==> src/rtl/sdram_seq_pkg.sv <==
package sdram_seq_pkg;

  // {csN, rasN, casN, weN}
  typedef enum logic [3:0] {
    CMD_LMR = 4'b0000,
    CMD_REF = 4'b0001,
    CMD_PRE = 4'b0010,
    CMD_ACT = 4'b0011,
    CMD_NOP = 4'b0111
  } sdCmd_e;

  typedef enum logic [1:0] {
    GAP_NONE,
    GAP_MODE,
    GAP_ROW,
    GAP_RAS
  } gapSel_e;

  typedef enum logic [2:0] {
    ST_OFF,
    ST_POWERUP,
    ST_INITREF,
    ST_INITMODE,
    ST_RUN
  } seqState_e;

  typedef struct packed {
    logic    clearAll;
    logic    loadInit;
    logic    issue;
    sdCmd_e  cmd;
    gapSel_e gapSel;
  } seqStrobe_t;

endpackage

==> src/rtl/sdram_seq_dp.sv <==
module sdram_seq_dp
  import sdram_seq_pkg::*;
#(
  parameter int INIT_W = 14,
  parameter int MODE_W = 2,
  parameter int ROW_W  = 3,
  parameter int RAS_W  = 3
) (
  input  logic                            clk,
  input  logic                            rst_n,
  input  logic                            cfgWrEn,
  input  logic                            cfgSel,
  input  logic [INIT_W-1:0]               cfgWrData,
  input  seqStrobe_t                      strobe,
  output logic                            cntZero,
  output logic [MODE_W+ROW_W+RAS_W-1:0]   timCfg,
  output logic [3:0]                      cmdOut
);

  localparam int TIM_W  = MODE_W + ROW_W + RAS_W;
  localparam int ROW_LO = RAS_W;
  localparam int MODE_LO = RAS_W + ROW_W;

  logic [TIM_W-1:0]  timReg;
  logic [INIT_W-1:0] dlyReg;
  logic [INIT_W-1:0] cnt;
  logic [INIT_W-1:0] gapLoad;
  sdCmd_e            cmdReg;

  // configuration registers
  always_ff @(posedge clk or negedge rst_n) begin
    if (!rst_n) begin
      timReg <= '0;
      dlyReg <= '0;
    end else if (cfgWrEn) begin
      if (cfgSel) dlyReg <= cfgWrData;
      else        timReg <= cfgWrData[TIM_W-1:0];
    end
  end

  // gap value selected by the issuing command
  always_comb begin
    unique case (strobe.gapSel)
      GAP_MODE: gapLoad = INIT_W'(timReg[MODE_LO +: MODE_W]);
      GAP_ROW:  gapLoad = INIT_W'(timReg[ROW_LO +: ROW_W]);
      GAP_RAS:  gapLoad = INIT_W'(timReg[RAS_W-1:0]);
      default:  gapLoad = '0;
    endcase
  end

  // shared wait counter
  always_ff @(posedge clk or negedge rst_n) begin
    if (!rst_n) begin
      cnt <= '0;
    end else if (strobe.clearAll) begin
      cnt <= '0;
    end else if (strobe.loadInit) begin
      cnt <= dlyReg;
    end else if (strobe.issue) begin
      cnt <= gapLoad;
    end else if (cnt != '0) begin
      cnt <= cnt - 1'b1;
    end
  end

  // registered command pins
  always_ff @(posedge clk or negedge rst_n) begin
    if (!rst_n) begin
      cmdReg <= CMD_NOP;
    end else if (strobe.clearAll || !strobe.issue) begin
      cmdReg <= CMD_NOP;
    end else begin
      cmdReg <= strobe.cmd;
    end
  end

  assign cntZero = (cnt == '0);
  assign timCfg  = timReg;
  assign cmdOut  = cmdReg;

endmodule

==> src/rtl/sdram_seq_ctrl.sv <==
module sdram_seq_ctrl
  import sdram_seq_pkg::*;
(
  input  logic       clk,
  input  logic       rst_n,
  input  logic       enable,
  input  logic       cntZero,
  input  logic       reqAct,
  input  logic       reqRef,
  input  logic       reqPre,
  output seqStrobe_t strobe,
  output logic       ready,
  output logic       initDone
);

  seqState_e state, stateNxt;

  always_ff @(posedge clk or negedge rst_n) begin
    if (!rst_n) state <= ST_OFF;
    else        state <= stateNxt;
  end

  always_comb begin
    stateNxt        = state;
    strobe.clearAll = 1'b0;
    strobe.loadInit = 1'b0;
    strobe.issue    = 1'b0;
    strobe.cmd      = CMD_NOP;
    strobe.gapSel   = GAP_NONE;
    if (!enable) begin
      stateNxt        = ST_OFF;
      strobe.clearAll = 1'b1;
    end else begin
      unique case (state)
        ST_OFF: begin
          strobe.loadInit = 1'b1;
          stateNxt        = ST_POWERUP;
        end
        ST_POWERUP: begin
          if (cntZero) begin
            strobe.issue = 1'b1;
            strobe.cmd   = CMD_PRE;
            stateNxt     = ST_INITREF;
          end
        end
        ST_INITREF: begin
          strobe.issue  = 1'b1;
          strobe.cmd    = CMD_REF;
          strobe.gapSel = GAP_ROW;
          stateNxt      = ST_INITMODE;
        end
        ST_INITMODE: begin
          if (cntZero) begin
            strobe.issue  = 1'b1;
            strobe.cmd    = CMD_LMR;
            strobe.gapSel = GAP_MODE;
            stateNxt      = ST_RUN;
          end
        end
        ST_RUN: begin
          if (cntZero) begin
            if (reqRef) begin
              strobe.issue  = 1'b1;
              strobe.cmd    = CMD_REF;
              strobe.gapSel = GAP_ROW;
            end else if (reqPre) begin
              strobe.issue  = 1'b1;
              strobe.cmd    = CMD_PRE;
            end else if (reqAct) begin
              strobe.issue  = 1'b1;
              strobe.cmd    = CMD_ACT;
              strobe.gapSel = GAP_RAS;
            end
          end
        end
        default: stateNxt = ST_OFF;
      endcase
    end
  end

  assign initDone = (state == ST_RUN);
  assign ready    = enable && (state == ST_RUN) && cntZero;

endmodule

==> src/rtl/sdram_init_seq.sv <==
module sdram_init_seq
  import sdram_seq_pkg::*;
#(
  parameter int INIT_W = 14,
  parameter int MODE_W = 2,
  parameter int ROW_W  = 3,
  parameter int RAS_W  = 3
) (
  input  logic              clk,
  input  logic              rst_n,
  input  logic              enable,
  input  logic              cfgWrEn,
  input  logic              cfgSel,
  input  logic [INIT_W-1:0] cfgWrData,
  input  logic              reqAct,
  input  logic              reqRef,
  input  logic              reqPre,
  output logic              sdCsN,
  output logic              sdRasN,
  output logic              sdCasN,
  output logic              sdWeN,
  output logic              ready,
  output logic              initDone
);

  localparam int TIM_W = MODE_W + ROW_W + RAS_W;

  seqStrobe_t       strobe;
  logic             cntZero;
  logic [TIM_W-1:0] timCfg;
  logic [3:0]       cmdOut;

  sdram_seq_ctrl ctrl_i (
    .clk      (clk),
    .rst_n    (rst_n),
    .enable   (enable),
    .cntZero  (cntZero),
    .reqAct   (reqAct),
    .reqRef   (reqRef),
    .reqPre   (reqPre),
    .strobe   (strobe),
    .ready    (ready),
    .initDone (initDone)
  );

  sdram_seq_dp #(
    .INIT_W (INIT_W),
    .MODE_W (MODE_W),
    .ROW_W  (ROW_W),
    .RAS_W  (RAS_W)
  ) dp_i (
    .clk       (clk),
    .rst_n     (rst_n),
    .cfgWrEn   (cfgWrEn),
    .cfgSel    (cfgSel),
    .cfgWrData (cfgWrData),
    .strobe    (strobe),
    .cntZero   (cntZero),
    .timCfg    (timCfg),
    .cmdOut    (cmdOut)
  );

  assign {sdCsN, sdRasN, sdCasN, sdWeN} = cmdOut;

endmodule

==> config.mk <==
export PLATFORM = sky130hd
export DESIGN_NAME = sdram_init_seq
export DESIGN_NICKNAME = d
export VERILOG_FILES = /design/src/rtl/sdram_seq_pkg.sv /design/src/rtl/sdram_seq_dp.sv /design/src/rtl/sdram_seq_ctrl.sv /design/src/rtl/sdram_init_seq.sv
export SDC_FILE = /design/constraint.sdc
export NUM_CORES = 1
export LEC_CHECK = 0
export BUFFER_PORTS_ARGS = -buffer_cell sky130_fd_sc_hd__buf_2
export CAP_MARGIN = 20
export CORE_ASPECT_RATIO = 0.6
export CORE_UTILIZATION = 61
export CTS_BUF_LIST = sky130_fd_sc_hd__clkbuf_16
export CTS_CLUSTER_DIAMETER = 60
export DETAILED_ROUTE_END_ITERATION = 16
export PLACE_DENSITY = 0.83
export SLEW_MARGIN = 15
export SYNTH_ARGS = -nofsm -noshare
export SYNTH_HDL_FRONTEND = slang
export SYNTH_SLANG_ARGS = --single-unit
==> constraint.sdc <==
create_clock -name clk -period 4.2 [get_ports clk]
set_input_delay 1.26 -clock clk [delete_from_list [all_inputs] [get_ports clk]]
set_output_delay 1.26 -clock clk [all_outputs]
set_load 0.005 [all_outputs]
==> metrics.csv <==
metric;value;unit
outcome;completed;
CTS Sinks;42;
DIE AREA;3820;um^2
Internal Power;0.9911;mW
TritonCTS clock tree;done;
Main synth FF type;dfrtp_1;
vias per cell;5.989;
worst hold slack;0.5042;ns
gr ovfl total;0;
Antenna Nets Post-Route;0;
synth cell count leaders;39 x dfrtp_1, 23 x mux2_2, 18 x nand2_1;
Crit. End Element;output pin;
minimum clock period;3.443;ns
reg2reg end;dp_i.cnt[0];
R2R depth;9;
Synth async-reset ratio;100.0;%
layout cell share with drive strength beyond 1;30.64;%
IO Port Bufs;26;
Post-Syn Area;2177;um^2
Pleak;1.129;nW
drt pass-1 iters;4;
final setup TNS;0;ns
clock transition at the registers of the reported paths;0.06;ns
hold_sp;dp_i.dlyReg[6];
ant diodes;0;
Worst Tran Pin Value;0.8936;ns
Clk network pwr share;28.3;%
unrepaired setup endpoints after global routing;no;
Mapped Avg Cell Area;10.47;um^2
cell count after synthesis;208;
switching portion of total power;34.86;%
Final period util;81.98;%
Post-Route Skew;0.002482;ns
Data required, critical path;2.94;ns
Area Overhead vs Synth;14.77;%
Seq cells post-synth;42;
Final Max Tran Viols;0;
Iter 0 DRT Violations;137;
residual DRC count;0;
clk_lat worst skew;0.28;ns
routability cong.;0.8455;
Initial Utilization;65.51;%
first-pass GRT wire length;7238;um
postcts setup bufs;0;
Clock Path Buffers;2;
crit-path max FO;8;
htree depth;2;
cts repair resizes;0;
clock buffer count from CTS;5;
HP Class;flop to flop;
Die Width;79.13;um
Synth area leaders;dfrtp_1 45%, mux2_2 12%, xor2_1 4.0%;
Crit Reg-Reg Startpoint;dp_i.cnt[0];
root buf cell;clkbuf_16;
warnings from Yosys;0;
Post-synth EDFFs;0;
hold depth;1;
DP HPWL;3104;um
P_sw;0.5304;mW
Comb power frac;33.4;%
Min-Delay Endpoint;dp_i.dlyReg[6];
WP data arrival;2.18;ns
Cell Pwr Density;608.9;nW/um^2
total track usage;26.60;%
initial antenna violation count;0;
CP Launch Type;input pin;
IO Pins;28;
critical path startpoint;enable;
Setup Crit Path Kind;input pin to output pin;
drt wl/cell;16.47;um
Distinct cells, synth;45;
fmax;290.4;MHz
Yosys top cell by area;dfrtp_1;
reg2reg setup slack;1.81;ns
Max-Cap Viols;0;
# hold bufs at CTS;0;
most common cell in the netlist;dfrtp_1;
register area share after synthesis;48.45;%
largest net degree at the start of global routing;43;
Final nets;258;
Final Hold Viols;0;
total wire length;4612;um
Max rail drop VDD;0.3644;mV
slew margin rel.;40.42;%
Syn Nets;232;
core area;3323;um^2
vias;1677;
sequential share of power;38.4;%
Finish-stage setup viols;0;
Die H;48.28;um
post-synth top area share;44.83;%
row cnt;16;
vias in the first global route;1469;
[cell families (layout without fill, tap and decap cells)]
logic type	count (synthesis)	after routing	share of synthesized area, %
and+or+nand+nor	77	77	18.91
DFF	42	42	48.45
AOI/OAI and AO/OA	35	35	10.40
muxes	26	26	13.28
buffers and inverters	13	40	2.816
xor gates and xnor gates	12	12	4.828
adders and majority gates	2	2	1.149
other	1	1	0.1722
[per-layer routing]
metal  part of all wire [%]  global-route usage, %
met1                     47                  38.09
met2                     45                  42.07
met3                    7.0                  5.794
met4                   0.91                  7.636
met5                      0                      0
[worst max-delay path by stage]
stage | depth (start not counted) | end | slack, ns
3_3_place_gp | 5 | ready | 0.85
6_report | 5 | ready | 0.76
3_5_place_dp | 5 | ready | 0.79
4_1_cts | 5 | ready | 0.76
2_1_floorplan | 3 | ready | 1.18
5_1_grt | 5 | ready | 0.64
[state kept, by name, summed over array words and instances, names as in the netlist]
signal / cells
dp_i.timCfg: 8
dp_i.cmdOut: 3
dp_i.cnt: 14
dp_i.dlyReg: 14
ctrl_i.state: 3
[cell type report]
| cell class | count | area, um^2 |
|---|---|---|
| Tap cell | 45 | 56.30 |
| Clock inverter | 3 | 41.29 |
| Multi-Input combinational cell | 153 | 1061 |
| Clock buffer | 5 | 125.1 |
| Fill cell | 243 | 824.5 |
| Sequential cell | 42 | 1055 |
| Timing Repair Buffer | 28 | 145.1 |
| Inverter | 4 | 15.01 |
[worst max-delay path: stages]
cell and delay [ns]:
buf_2 0.15, nor3b_1 0.27, nand4_1 0.20, nor2_1 0.16, buf_2 0.13
[cells in the final DEF (no fill, tap or decap), types with 2 or more instances in the layout]
cell type	synthesis	routed
buf_4	1	2
xnor2_1	2	2
a21oi_1	17	17
dfstp_2	3	3
o21ai_0	2	2
mux2i_1	3	3
xor2_1	10	10
nor2_1	17	17
inv_1	2	3
nor4_1	2	2
nand2_1	18	18
ha_1	2	2
inv_2	2	2
nand3_1	14	14
mux2_2	23	23
nor3_1	6	6
a211oi_1	2	2
clkbuf_16	0	5
a21o_1	2	2
a211o_1	2	2
nor2b_1	4	4
buf_2	1	26
or3_1	2	2
nand4_1	2	2
nand2b_1	3	3
nor3b_1	3	3
dfrtp_1	39	39
o21ai_2	2	2
[power by group through the flow]
stage	logic (mW)	registers [mW]	clock network [mW]
after floorplan	0.394	0.565	0
after global placement	0.469	0.584	0
after detailed placement	0.479	0.586	0
after CTS	0.503	0.582	0.436
after global routing	0.554	0.594	0.451
final	0.508	0.584	0.430
[stage by stage]
step | worst slack, ns | utilization, % | std cells | instance area [um^2] | power [mW]
global placement | 0.8536 | 70.18 | 272 | 2332 | 1.052
finish | 0.7569 | 75.19 | 280 | 2499 | 1.522
global route | 0.6355 | 75.19 | 280 | 2499 | 1.600
detailed placement | 0.7910 | 70.18 | 272 | 2332 | 1.065
CTS | 0.7553 | 75.19 | 280 | 2499 | 1.520
floorplan | 1.176 | - | 208 | 2177 | 0.9589
Note: power is estimated with default switching activity, not from simulation.
